[src/rtl/srm_pkg.sv]
package srm_pkg;
  localparam int IDX_W  = 6;
  localparam int BYTE_W = 8;
  localparam int HCNT_W = 6;
  // half-period indexes inside one frame
  localparam logic [HCNT_W-1:0] H_FIRST_RISE = 6'd2;
  localparam logic [HCNT_W-1:0] H_RW_RISE    = 6'd15;
  localparam logic [HCNT_W-1:0] H_RELEASE    = 6'd16;
  localparam logic [HCNT_W-1:0] H_FIRST_CAP  = 6'd18;
  localparam logic [HCNT_W-1:0] H_LAST_SHIFT = 6'd30;
  localparam logic [HCNT_W-1:0] H_LAST_RISE  = 6'd32;
  localparam logic [HCNT_W-1:0] H_LAST       = 6'd35;

  typedef struct packed {
    logic              write;
    logic [IDX_W-1:0]  index;
    logic [BYTE_W-1:0] wdata;
  } srm_req_t;

  function automatic logic [2*BYTE_W-1:0] srm_frame_word(srm_req_t r);
    return {1'b0, r.index, 1'b0, (r.write ? r.wdata : {BYTE_W{1'b0}})};
  endfunction
endpackage

[src/rtl/srm_tick.sv]
module srm_tick #(
  parameter int HALF_DIV = 4
) (
  input  logic clk,
  input  logic rst_n,
  input  logic clr,
  input  logic run,
  output logic tick
);
  localparam int CW = (HALF_DIV > 1) ? $clog2(HALF_DIV) : 1;
  localparam logic [CW-1:0] LAST = CW'(HALF_DIV - 1);

  logic [CW-1:0] cnt;

  always_ff @(posedge clk or negedge rst_n) begin
    if (!rst_n)              cnt <= '0;
    else if (clr)            cnt <= '0;
    else if (run) begin
      if (cnt == LAST)       cnt <= '0;
      else                   cnt <= cnt + 1'b1;
    end
  end

  assign tick = run && (cnt == LAST);
endmodule

[src/rtl/srm_sequencer.sv]
module srm_sequencer
  import srm_pkg::*;
(
  input  logic              clk,
  input  logic              rst_n,
  input  logic              start,
  input  logic              tick,
  output logic              busy,
  output logic [HCNT_W-1:0] hcnt,
  output logic              done
);
  always_ff @(posedge clk or negedge rst_n) begin
    if (!rst_n) begin
      busy <= 1'b0;
      hcnt <= '0;
      done <= 1'b0;
    end else begin
      done <= 1'b0;
      if (start) begin
        busy <= 1'b1;
        hcnt <= '0;
      end else if (busy && tick) begin
        if (hcnt == H_LAST) begin
          busy <= 1'b0;
          done <= 1'b1;
        end else begin
          hcnt <= hcnt + 1'b1;
        end
      end
    end
  end
endmodule

[src/rtl/srm_shifter.sv]
module srm_shifter #(
  parameter int W = 16
) (
  input  logic         clk,
  input  logic         rst_n,
  input  logic         load,
  input  logic [W-1:0] load_word,
  input  logic         shift_en,
  input  logic         cap_en,
  input  logic         sd_i,
  output logic         sd_o,
  output logic [W/2-1:0] cap_data
);
  logic [W-1:0] tx;

  always_ff @(posedge clk or negedge rst_n) begin
    if (!rst_n) begin
      tx       <= '0;
      cap_data <= '0;
    end else begin
      if (load) begin
        tx       <= load_word;
        cap_data <= '0;
      end else begin
        if (shift_en) tx       <= {tx[W-2:0], 1'b0};
        if (cap_en)   cap_data <= {cap_data[W/2-2:0], sd_i};
      end
    end
  end

  assign sd_o = tx[W-1];
endmodule

[src/rtl/serial_regport_master.sv]
module serial_regport_master
  import srm_pkg::*;
#(
  parameter int HALF_DIV = 4,
  parameter int NUM_TGT  = 2,
  localparam int TGT_W   = (NUM_TGT > 1) ? $clog2(NUM_TGT) : 1
) (
  input  logic               clk,
  input  logic               rst_n,
  input  logic               req_valid,
  output logic               req_ready,
  input  logic               req_write,
  input  logic [TGT_W-1:0]   req_target,
  input  logic [IDX_W-1:0]   req_index,
  input  logic [BYTE_W-1:0]  req_wdata,
  output logic               rsp_valid,
  output logic [BYTE_W-1:0]  rsp_rdata,
  output logic               sclk,
  output logic [NUM_TGT-1:0] cs_n,
  output logic               rw,
  output logic               sd_o,
  output logic               sd_oe,
  input  logic               sd_i
);
  logic              busy, tick, done, accept;
  logic [HCNT_W-1:0] hcnt, hnxt;
  logic              is_read;
  logic [TGT_W-1:0]  tgt_q;
  logic              rise_ev, shift_en, cap_en;
  logic [BYTE_W-1:0] cap_data;
  srm_req_t          req;

  assign req_ready = !busy;
  assign accept    = req_valid && req_ready;
  assign req       = '{write: req_write, index: req_index, wdata: req_wdata};

  srm_tick #(.HALF_DIV(HALF_DIV)) u_tick (
    .clk(clk), .rst_n(rst_n), .clr(accept), .run(busy), .tick(tick)
  );

  srm_sequencer u_seq (
    .clk(clk), .rst_n(rst_n), .start(accept), .tick(tick),
    .busy(busy), .hcnt(hcnt), .done(done)
  );

  // events on entry into the next half-period
  assign hnxt     = hcnt + 1'b1;
  assign rise_ev  = busy && tick && !hnxt[0] &&
                    (hnxt >= H_FIRST_RISE) && (hnxt <= H_LAST_RISE);
  assign shift_en = rise_ev && (hnxt <= H_LAST_SHIFT);
  assign cap_en   = rise_ev && is_read && (hnxt >= H_FIRST_CAP);

  srm_shifter #(.W(2*BYTE_W)) u_shift (
    .clk(clk), .rst_n(rst_n), .load(accept), .load_word(srm_frame_word(req)),
    .shift_en(shift_en), .cap_en(cap_en), .sd_i(sd_i),
    .sd_o(sd_o), .cap_data(cap_data)
  );

  always_ff @(posedge clk or negedge rst_n) begin
    if (!rst_n) begin
      is_read   <= 1'b0;
      tgt_q     <= '0;
      rsp_rdata <= '0;
    end else if (accept) begin
      is_read   <= !req_write;
      tgt_q     <= req_target;
      rsp_rdata <= '0;
    end else if (busy && tick && (hcnt == H_LAST) && is_read) begin
      rsp_rdata <= cap_data;
    end
  end

  assign rsp_valid = done;

  // pin decode from frame position
  assign sclk  = busy && !hcnt[0] && (hcnt >= H_FIRST_RISE) && (hcnt <= H_LAST_RISE);
  assign rw    = busy && is_read && (hcnt >= H_RW_RISE);
  assign sd_oe = busy && (!is_read || (hcnt < H_RELEASE));

  for (genvar t = 0; t < NUM_TGT; t++) begin : g_cs
    assign cs_n[t] = !(busy && (tgt_q == TGT_W'(t)));
  end
endmodule

[config.mk]
export PLATFORM = sky130hd
export DESIGN_NAME = serial_regport_master
export DESIGN_NICKNAME = d
export VERILOG_FILES = /design/src/rtl/srm_pkg.sv /design/src/rtl/srm_tick.sv /design/src/rtl/srm_sequencer.sv /design/src/rtl/srm_shifter.sv /design/src/rtl/serial_regport_master.sv
export SDC_FILE = /design/constraint.sdc
export NUM_CORES = 1
export LEC_CHECK = 0
export CORE_MARGIN = 3
export CORE_UTILIZATION = 35
export DETAILED_ROUTE_END_ITERATION = 10
export PLACE_DENSITY_LB_ADDON = 0.05
export REMOVE_ABC_BUFFERS = 1
export SLEW_MARGIN = 10
export SYNTH_ARGS = -nofsm -noshare
export SYNTH_HDL_FRONTEND = slang
export SYNTH_SLANG_ARGS = --single-unit
[constraint.sdc]
create_clock -name clk -period 2.22 [get_ports clk]
set_clock_uncertainty 0.1 [all_clocks]
set_input_delay 0.444 -clock clk [delete_from_list [all_inputs] [get_ports clk]]
set_output_delay 0.444 -clock clk [all_outputs]
set_load 0.01 [all_outputs]
==> summary.txt, run 1 <==
Peak supply drop = 0.502 mV
maxcap violations = 0
NumNets Final = 296
sequential cell area = 1100 sq um
setup ws final = 0.00141 ns
clock-pin slew on the worst setup and hold paths = 0.09 ns
boundary pin count = 36
Setup WS pre-CTS = -0.0657 ns
largest net degree at the start of global routing = 45
I/O Buffers = 35
Slew HR = 0.618
Achievable Freq = 451 MHz
CTS tree = yes
clock sinks = 44
largest delay contributor family on the critical path = flip-flops
grt total ovfl = 0
RePlAce Congestion = 0.739
Post-synth top cells = dfrtp_1 (44), nand2_1 (33), nand3_1 (22), mux2i_1 (18), nor2_1 (17)
post-placement cell count = 335
first-pass GRT wire length = 8.22 mm
die area = 7110 sq um
final setup vio count = 0
Setup CP Type = reg2out
Cells after Synth = 221
die width = 84.3 microns
min Tclk post-route = 2.22 ns
number of buffers created by CTS = 5
DIE HEIGHT = 84.3 microns
H-tree Lvls = 2
final worst path period share = 0.999
Buf/Inv on CP = 1
syn avg cell area = 9.72 sq um
vias in the first global route = 1,721
clock buffer depth = 2
share of layout cells above drive strength 1 = 0.179
Worst path slowest cell = dfrtp_1
initial core utilization = 0.376
delay of the slowest critical-path stage = 0.41 ns
Crit Path Max Fanout = 4
Final Max Slew Viols = 0
crit path launch type = register
synth top area cells = dfrtp_1 (51%), mux2i_1 (8.4%), nand2_1 (5.8%)
Leak = 1.25 nW
Post-DP Area = 2700 sq um
ant diodes = 0
HPWL Detailed = 3.20 mm
Synth Flop Type = dfrtp_1
count of cell types in the netlist = 41
synthesized flop and latch total = 44
Core Footprint = 5710 sq um
Area Growth Syn to Fin = 35.1%
R2R depth = 9
WL final = 4.78 mm
worst reg2reg setup slack = 0.04 ns
root buffer selected by CTS = clkbuf_8
Post-Layout Inst Area = 2900 sq um
Multi-input gate area = 1010 sq um
Critical R2R Capture = u_shift.cap_data[7]
YS warnings = 0
post-synthesis async set-or-reset flop share = 1.00
WP data arrival = 1.67 ns
status = finished, final reports clean
RSZ-0062 raised after global routing = true
Skew-Pair Late Insertion Delay = 0.30 ns
GRT Overall Usage = 0.142
biggest area consumer among synthesized cells = dfrtp_1
Power Density = 1130 nW/um^2
Post-synth EDFFs = 0
final hold vios = 0
critical path, cell by cell = ha_2, and3_4, o311a_1, dlygate4sd2_1
register area share after synthesis = 0.513
via count normalized by instance count = 5.06
initial antenna violation count = 0
drt first pass iters = 4
fill cell count = 532
via count = 1,746
Residual DRC = 0
Final ANT Viol Nets = 0
Synth top area share = 0.513
1st-iter DRT viols = 108
R2R Path Start = u_seq.hcnt[1]
Setup crit end kind = output port
most common cell in the netlist = dfrtp_1
Row Count = 27
non-filler cells in the finished layout = 345
Hold Path Class = in2async
Worst-Margin Slew = 0.572 ns
CP required = 1.68 ns
synthesized cell area = 2150 sq um
post-DR wirelength/cell = 13.8 microns
==> layer usage <==
metal / GRT usage / vias up / routed length, microns
li1: - / 872 / -
met1: 0.202 / 838 / 2440
met2: 0.218 / 31 / 2130
met3: 0.0294 / 5 / 157
met4: 0.0439 / 0 / 51
met5: 0 / - / 0
==> state kept, by name, indices dropped and copies added (netlist names) <==
name              flops
u_shift.tx           16
rsp_rdata             8
u_shift.cap_data      8
u_seq.hcnt            6
u_tick.cnt            2
is_read               1
tgt_q                 1
u_seq.busy            1
u_seq.done            1
==> power breakdown <==
part,total (W),switching (W),internal (W)
Sequential,0.00133,0.000208,0.00112
Clock,0.000669,0.000300,0.000368
Combinational,0.00128,0.000600,0.000682
Total,0.00328,0.00111,0.00217
==> timing repair <==
action / CTS / global route
endpoints found under the setup margin: 2 / 22
hold buffers: 0 / 0
resized for setup: 8 / 10
pin swaps: 1 / 2
endpoints found under the hold margin: 0 / 0
cloned: 0 / 1
buffers inserted: 1 / 0
==> metrics by stage <==
stage | hold WS [ns] | total power (W) | utilization | TNS [ns]
after detailed placement | 0.382 | 0.00255 | 0.473 | -0.0657
after CTS | 0.136 | 0.00326 | 0.499 | -0.0183
after global placement | 0.375 | 0.00254 | 0.473 | -0.0217
after floorplan | 0.0484 | 0.00197 | - | -1.37
final | 0.0979 | 0.00328 | 0.508 | 0
after global routing | 0.163 | 0.00354 | 0.508 | -0.129
==> cells by family (layout without fill, tap and decap cells) <==
family / Yosys count / in the layout / share of synthesized area
buffers and inverters: 19 / 71 / 0.0396
flip-flops: 44 / 44 / 0.513
AO/OA/AOI/OAI: 45 / 45 / 0.130
XOR/XNOR: 1 / 1 / 0.00408
adder cells (fa/ha/maj): 4 / 4 / 0.0233
multiplexers: 20 / 20 / 0.0996
AND/OR/NAND/NOR: 88 / 88 / 0.191
==> worst max-delay path by stage <==
stage          cells after the start             endpoint           from  slack (ns)
2_1_floorplan                      6        u_shift.tx[2]  u_seq.hcnt[0]       -0.09
3_3_place_gp                       4                 sclk  u_seq.hcnt[3]       -0.02
3_5_place_dp                       4                 sclk  u_seq.hcnt[3]       -0.07
4_1_cts                            4                   rw  u_seq.hcnt[0]       -0.01
5_1_grt                            9  u_shift.cap_data[7]  u_seq.hcnt[1]       -0.06
6_report                           4                   rw  u_seq.hcnt[0]       0.001
==> cells in the final DEF, fill, tap and decap left out, types with 2 or more instances in the layout <==
cell type	netlist	layout
clkbuf_8	0	6
inv_1	5	5
nand3_1	22	22
nor2_1	17	16
o21ai_1	14	14
o21ai_0	15	14
ha_1	4	2
buf_12	0	2
nand2_1	33	33
clkdlybuf4s50_1	0	31
o31ai_1	3	3
dfrtp_1	44	44
buf_2	2	2
a221o_1	3	3
nand2b_1	2	2
buf_4	1	20
nor2_2	1	2
mux2i_1	18	18
==> cell type report <==
class                           instances  share of cell area
Multi-Input combinational cell        158               0.349
Sequential cell                        44               0.379
Inverter                                5             0.00647
Tap cell                               72              0.0310
Timing Repair Buffer                   58               0.192
Clock inverter                          2              0.0134
Clock buffer                            6              0.0285
Power figures use the tool's default switching activity.
==> run 2: changes to the inputs <==
--- a/config.mk
+++ b/config.mk
@@ -14,3 +14,4 @@
 export SYNTH_ARGS = -nofsm -noshare
 export SYNTH_HDL_FRONTEND = slang
 export SYNTH_SLANG_ARGS = --single-unit
+export TNS_END_PERCENT = 100
==> results of run 2 <==
Final layout, timing and power as in run 1 (identical DEF).
